[src/rtl/seqc_pkg.sv]
package seqc_pkg;
  typedef enum logic [1:0] {
    ST_FETCH = 2'd0,
    ST_EXEC  = 2'd1,
    ST_MWAIT = 2'd2,
    ST_WB    = 2'd3
  } seq_state_e;

  typedef enum logic [1:0] {
    CL_ALU = 2'd0,
    CL_MD  = 2'd1,
    CL_LD  = 2'd2,
    CL_ST  = 2'd3
  } instr_cls_e;

  typedef enum logic [1:0] {
    WB_ALU = 2'd0,
    WB_MD  = 2'd1,
    WB_LD  = 2'd2
  } wb_sel_e;

  typedef struct packed {
    logic    imem_valid;
    logic    dmem_valid;
    logic    dmem_we;
    logic    md_start;
    logic    retire;
    logic    wr_now;
    logic    ld_cap;
    logic    jump;
    wb_sel_e wb_sel;
  } seq_ctl_t;
endpackage

[src/rtl/seq_fsm.sv]
module seq_fsm
  import seqc_pkg::*;
(
  input  logic       clk,
  input  logic       rst,
  input  logic [1:0] cls,
  input  logic       redirect,
  input  logic       imem_ready,
  input  logic       dmem_ready,
  input  logic       md_done,
  output seq_ctl_t   ctl
);
  seq_state_e state, state_nx;
  logic       exec_first;
  instr_cls_e icls;

  assign icls = instr_cls_e'(cls);

  always_ff @(posedge clk) begin
    if (rst) begin
      state      <= ST_FETCH;
      exec_first <= 1'b0;
    end else begin
      state      <= state_nx;
      exec_first <= (state == ST_FETCH) && imem_ready;
    end
  end

  always_comb begin
    state_nx = state;
    ctl      = '0;
    ctl.wb_sel = WB_ALU;
    unique case (state)
      ST_FETCH: begin
        ctl.imem_valid = 1'b1;
        if (imem_ready) state_nx = ST_EXEC;
      end
      ST_EXEC: begin
        unique case (icls)
          CL_ALU: begin
            ctl.retire = 1'b1;
            ctl.wr_now = 1'b1;
            ctl.jump   = redirect;
            state_nx   = ST_FETCH;
          end
          CL_MD: begin
            ctl.md_start = exec_first;
            ctl.wb_sel   = WB_MD;
            if (!exec_first && md_done) begin
              ctl.retire = 1'b1;
              ctl.wr_now = 1'b1;
              state_nx   = ST_FETCH;
            end
          end
          CL_LD: begin
            ctl.dmem_valid = 1'b1;
            if (dmem_ready) state_nx = ST_MWAIT;
          end
          CL_ST: begin
            ctl.dmem_valid = 1'b1;
            ctl.dmem_we    = 1'b1;
            if (dmem_ready) begin
              ctl.retire = 1'b1;
              state_nx   = ST_FETCH;
            end
          end
          default: state_nx = ST_FETCH;
        endcase
      end
      ST_MWAIT: begin
        ctl.ld_cap = 1'b1;
        state_nx   = ST_WB;
      end
      ST_WB: begin
        ctl.retire = 1'b1;
        ctl.wr_now = 1'b1;
        ctl.wb_sel = WB_LD;
        state_nx   = ST_FETCH;
      end
      default: state_nx = ST_FETCH;
    endcase
  end
endmodule

[src/rtl/seq_pc.sv]
module seq_pc #(
  parameter int          XLEN     = 32,
  parameter logic [31:0] RESET_PC = 32'h2000_0000
) (
  input  logic            clk,
  input  logic            rst,
  input  logic            advance,
  input  logic            jump,
  input  logic [XLEN-1:0] target,
  output logic [XLEN-1:0] pc
);
  localparam int STEP = XLEN / 8 / ((XLEN == 64) ? 2 : 1);

  always_ff @(posedge clk) begin
    if (rst)          pc <= XLEN'(RESET_PC);
    else if (advance) pc <= jump ? target : pc + XLEN'(STEP);
  end
endmodule

[src/rtl/seq_wb.sv]
module seq_wb
  import seqc_pkg::*;
#(
  parameter int XLEN   = 32,
  parameter int REG_AW = 5
) (
  input  logic              clk,
  input  logic              rst,
  input  logic              ld_cap,
  input  logic              wr_now,
  input  logic              wr_rd,
  input  wb_sel_e           sel,
  input  logic [REG_AW-1:0] rd_idx,
  input  logic [XLEN-1:0]   alu_result,
  input  logic [XLEN-1:0]   md_result,
  input  logic [XLEN-1:0]   dmem_rdata,
  output logic              rf_we,
  output logic [REG_AW-1:0] rf_waddr,
  output logic [XLEN-1:0]   rf_wdata
);
  logic [XLEN-1:0] ld_q;

  always_ff @(posedge clk) begin
    if (rst)         ld_q <= '0;
    else if (ld_cap) ld_q <= dmem_rdata;
  end

  assign rf_we    = wr_now && wr_rd && (rd_idx != '0);
  assign rf_waddr = rd_idx;

  always_comb begin
    unique case (sel)
      WB_MD:   rf_wdata = md_result;
      WB_LD:   rf_wdata = ld_q;
      default: rf_wdata = alu_result;
    endcase
  end
endmodule

[src/rtl/cpu_seq_ctrl.sv]
module cpu_seq_ctrl
  import seqc_pkg::*;
#(
  parameter int          XLEN     = 32,
  parameter int          REG_AW   = 5,
  parameter logic [31:0] RESET_PC = 32'h2000_0000
) (
  input  logic              clk,
  input  logic              rst,
  output logic              imem_valid,
  output logic [XLEN-1:0]   imem_addr,
  input  logic              imem_ready,
  input  logic [1:0]        cls,
  input  logic              wr_rd,
  input  logic [REG_AW-1:0] rd_idx,
  input  logic              redirect,
  input  logic [XLEN-1:0]   redirect_pc,
  input  logic [XLEN-1:0]   alu_result,
  output logic              dmem_valid,
  output logic              dmem_we,
  output logic [XLEN-1:0]   dmem_addr,
  input  logic              dmem_ready,
  input  logic [XLEN-1:0]   dmem_rdata,
  output logic              md_start,
  input  logic              md_done,
  input  logic [XLEN-1:0]   md_result,
  output logic              rf_we,
  output logic [REG_AW-1:0] rf_waddr,
  output logic [XLEN-1:0]   rf_wdata,
  output logic              retire
);
  seq_ctl_t ctl;

  seq_fsm u_fsm (
    .clk(clk), .rst(rst), .cls(cls), .redirect(redirect),
    .imem_ready(imem_ready), .dmem_ready(dmem_ready), .md_done(md_done),
    .ctl(ctl)
  );

  seq_pc #(.XLEN(XLEN), .RESET_PC(RESET_PC)) u_pc (
    .clk(clk), .rst(rst), .advance(ctl.retire), .jump(ctl.jump),
    .target(redirect_pc), .pc(imem_addr)
  );

  seq_wb #(.XLEN(XLEN), .REG_AW(REG_AW)) u_wb (
    .clk(clk), .rst(rst), .ld_cap(ctl.ld_cap), .wr_now(ctl.wr_now),
    .wr_rd(wr_rd), .sel(ctl.wb_sel), .rd_idx(rd_idx),
    .alu_result(alu_result), .md_result(md_result), .dmem_rdata(dmem_rdata),
    .rf_we(rf_we), .rf_waddr(rf_waddr), .rf_wdata(rf_wdata)
  );

  assign imem_valid = ctl.imem_valid;
  assign dmem_valid = ctl.dmem_valid;
  assign dmem_we    = ctl.dmem_we;
  assign dmem_addr  = alu_result;
  assign md_start   = ctl.md_start;
  assign retire     = ctl.retire;
endmodule

[config.mk]
export PLATFORM = sky130hd
export DESIGN_NAME = cpu_seq_ctrl
export DESIGN_NICKNAME = d
export VERILOG_FILES = /design/src/rtl/seqc_pkg.sv /design/src/rtl/seq_fsm.sv /design/src/rtl/seq_pc.sv /design/src/rtl/seq_wb.sv /design/src/rtl/cpu_seq_ctrl.sv
export SDC_FILE = /design/constraint.sdc
export NUM_CORES = 1
export LEC_CHECK = 0
export BUFFER_PORTS_ARGS = -buffer_cell sky130_fd_sc_hd__buf_2
export CORE_ASPECT_RATIO = 0.7
export CORE_MARGIN = 2
export CORE_UTILIZATION = 48
export DETAILED_ROUTE_END_ITERATION = 6
export PLACE_DENSITY_LB_ADDON = 0.05
export SLEW_MARGIN = 0
export SYNTH_ARGS = -nofsm -noshare
export SYNTH_HDL_FRONTEND = slang
export SYNTH_HIERARCHICAL = 1
export SYNTH_SLANG_ARGS = --single-unit
[constraint.sdc]
create_clock -name clk -period 4.5 [get_ports clk]
set_clock_uncertainty 0.15 [all_clocks]
set_input_delay 1.35 -clock clk [delete_from_list [all_inputs] [get_ports clk]]
set_output_delay 1.35 -clock clk [all_outputs]
set_load 0.03 [all_outputs]
## After elaboration in Yosys (flattened, before gate mapping)

Cells that the tools add are included.
W data, S select, Z words.

- Register bits: 67

- Add/sub/neg operators: 1
- Eq/ne operators: 12
- Multiplexer cells: 23
- Reductions and logical operators: 10

Operators by type and width:

| kind | count |
|---|---|
| $pmux W32 S2 | 1 |
| $add A32 B3 Y32 const B | 1 |
| $mux W32 | 1 |
| $pmux W2 S4 | 2 |
| $eq A2 B2 Y1 const B | 5 |
| $mux W2 | 5 |
| $mux W1 | 9 |
| $pmux W2 S2 | 2 |
| $eq A2 B1 Y1 const B | 3 |
| $ne A3 B3 Y1 const B | 2 |
| $reduce_bool A5 Y1 | 1 |
| $logic_and A1 B1 Y1 | 4 |
| $logic_not A2 Y1 | 2 |
| $reduce_and A4 Y1 | 1 |
| $mux W3 | 1 |
| $ne A3 B2 Y1 const B | 1 |
| $pmux W1 S3 | 1 |
| $ne A2 B2 Y1 const B | 1 |
| $pmux W1 S2 | 1 |
| $reduce_or A2 Y1 | 1 |
| $logic_not A1 Y1 | 1 |

## Logic depth before layout (Yosys ltp)

- Word-level depth: 7
- Depth in mapped cells: 10

## Hierarchy

The synthesis kept the hierarchy.

Modules (own cells, without submodules):

| module | times used | cells an instance | area an instance (µm²) |
|---|---|---|---|
| seq_pc | 1 | 266 | 2,015.7 |
| seq_wb | 1 | 223 | 1,796.7 |
| cpu_seq_ctrl | 1 | 32 | 240.2 |
| seq_fsm | 1 | 28 | 227.7 |

## Worst setup path before layout

Ideal clock, no wire load.

- Kind: input-to-output
- Start point: in cls[1]
- End point: out rf_wdata[21]
- Arrival: 3.031 ns
- Data required time: 3.000 ns
- Path slack: -0.031 ns
- Stages on the path: 7
- Buffers on the path: 2
- Cell sequence: nor3_1 and2_1 inv_1 ha_1 buf_2 clkbuf_1 o21ai_0

RTL lines:

| what | RTL line | text |
|---|---|---|
| start: declaration | cpu_seq_ctrl.sv:13 | `input logic [1:0] cls,` |
| end: declaration | cpu_seq_ctrl.sv:29 | `output logic [XLEN-1:0] rf_wdata,` |

==> reports/metrics.cfg <==
[outcome]
status=finished clean

[min_path]
worstHoldPathCells=2
hold_class=flop to flop

[pwr]
power_frac_clock_pct=37.9
swShare_pct=31.7
internal_power_w=0.00117
p_leak_nw=2.48
power_w=0.00171
seq_power_share_pct=37.7
powerDensity_nw_per_um2=306
switching_power_w=0.000543
p_comb_share_pct=24.3
vdd_ir_drop_max_mv=0.230

[worst_setup_path]
cp_slowest_cell=ha_1
path_common_cell=buf_2
endpoint_kind=output port
max_stage_delay_ns=0.32
required_ns=3.00
path_class=primary input to output port
path_cells=buf_2 > nor3_2 > and2_1 > inv_1 > ha_1 > buf_12 > o21ai_0 > buf_2
path_max_fanout=64
start_kind=primary input
worst_ep_arrival_time_ns=2.81
reg2reg_depth=8

[logic_synthesis]
syn-num-nets=694
synth_seq_cells=67
synth.avg_cell_area_um2=7.80
netlist_area_um2=4280
yosysWarnings=6
yosysSeqAreaShare_pct=31.3
synthArstFlopShare_pct=0
synth.top_cell.area_share_pct=31.3
synth.area.top_cells=dfxtp_1, mux2i_1, a22oi_1
synthCells=549
synthTopCellsByCount=dfxtp_1, nand2_1, nor2_1
synth_cell_types=64
synthFlopType=dfxtp_1
synth_area_leader_cell=dfxtp_1
synth-edff-count=0
yosysMostFrequentCell=dfxtp_1

[die]
rows=28
die_h_um=83.0
start_util_pct=50.1
pin_count=249
die_area_um2=9700
core_um2=8550
die_w_um=117

[timing]
slew_violations=0
timing.final.crit_share_pct=95.8
worst_slack_ns=0.191
fin_crit_ns=4.31
finalHoldViolCount=0
setup_viol=0
final.setup.tns_ns=0
rsz0062_at_grt=false
tightest_slew_ns=1.15
max_slew_margin_pct=22.9
clock.fmax_mhz=232

[layout]
antenna_cells=0
final_layout_size_suffix_gt1_share_pct=38.3
layout.nets=886
multi_input_comb_area_um2=2460
fin_cells=866
postLayoutCoreUtil_pct=65.6
fill_cells=795
syn_to_final_growth_pct=30.9
register_area_um2=1340

[detailed_routing]
wl_per_cell_um=15.8
maxUsedRoutingLayer=met4
viasPerCell=5.55
routed-wl-met2_um=6230
drt-met1-wl_um=5940
first_pass_iters=5
wl_um=13700
antenna_left=0
num_vias=4808
drc=0
drtIter0Drc=340
route.met3.wl_um=1400

[clock_tree]
clk_pin_slew_worst_paths_ns=0.05
numCtsBuffers=9
clock_latency_ns=0.32
cts.sinks=67
cts_buffer_depth=2
cts_root_buf=clkbuf_16
htree_levels=3
cts_tree=done

[place]
hpwl_um=10300
place_ws_ns=0.127
dpl.cell_count=850
gp_congestion=0.865
numPortBuffers=248

[global_route]
antenna_found_initial=0
grt_pass1_vias=4158
grt_pass1_wl_um=21000
grt_overflow=0
grt_start_max_net_pins=65
grt_util_all_layers_pct=27.0

[flow_run]
max_cap_viol_count=0

critical path: cells and delay by family:
family,cells,cell delay (ns)
adder cells (fa/ha/maj),1,0.32
buffers and inverters,4,0.60
AO/OA/AOI/OAI,1,0.20
AND/OR/NAND/NOR,2,0.32
power groups by stage:
stage,clock network (W),logic (W),registers [W]
3_3_place_gp,0,0.000412,0.000657
3_5_place_dp,0,0.000416,0.000658
4_1_cts,0.000661,0.000417,0.000646
6_report,0.000650,0.000417,0.000646
2_1_floorplan,0,0.000273,0.000669
5_1_grt,0.000692,0.000449,0.000650
flip-flops by register name (all words and copies together), names as in the netlist, named ones only:
signal            cells
u_pc/pc              32
u_fsm/exec_first      1
u_wb/ld_q            32
u_fsm/state           1
metrics by stage:
stage | instance area [µm²] | hold slack (ns)
3_5_place_dp | 5320 | 0.305
3_3_place_gp | 5320 | 0.290
2_1_floorplan | 4280 | 0.311
4_1_cts | 5600 | 0.312
6_report | 5600 | 0.306
5_1_grt | 5600 | 0.332
kinds of logic (layout without fill, tap and decap cells):
family          after synthesis  after routing  synth area share, %
fa+ha+maj                     3              3                0.877
flops                        67             67                 31.3
simple gates                196            196                 22.9
mux                          37             37                 8.65
buf+inv                      85            282                 11.5
compound gates              161            161                 24.7
per-layer routing:
metal / up-vias / track usage (%)
met3: 8 / 7.08
li1: 2360 / -
met4: 0 / 5.45
met2: 238 / 42.1
met5: - / 0
met1: 2202 / 37.5
path summary, 6_finish.rpt:
kind	startpoint	endpoint	slack, ns
setup / recovery	cls[1]	rf_wdata[31]	0.19
hold / removal	u_pc/pc[0]	u_pc/pc[0]	0.31
setup reg to reg	flop	u_pc/pc[19]	1.85
hold reg to reg	u_pc/pc[0]	u_pc/pc[0]	0.31
placed cells by master (no fill, tap or decap), types with 3 or more instances in the layout:
master,instances
buf_2,248
dfxtp_1,67
nand2_1,63
nor2_1,60
o21ai_0,43
a22oi_1,40
mux2i_1,37
a21oi_1,21
nand3_1,17
nand4_1,10
clkbuf_16,9
inv_1,9
a211oi_1,8
o21ai_1,8
a31oi_1,7
and3_1,6
or3_1,6
and2_1,5
o22ai_1,5
o31ai_1,5
buf_4,4
nor3_1,4
ha_1,3
buf_12,3
layout make-up:
type	count	share of cell area (%)
Clock inverter	4	0.447
Multi-Input combinational cell	397	43.9
Tap cell	120	2.68
Timing Repair Buffer	255	23.8
Inverter	11	0.737
Clock buffer	12	4.58
Sequential cell	67	23.9
what timing repair did:
item	4_1_cts	5_1_grt
buffers inserted	0	0
setup endpoints to repair	0	22
hold buffers	0	0
resized for setup	0	1
endpoints found under the hold margin	0	0
(Power assumes the default switching activity.)
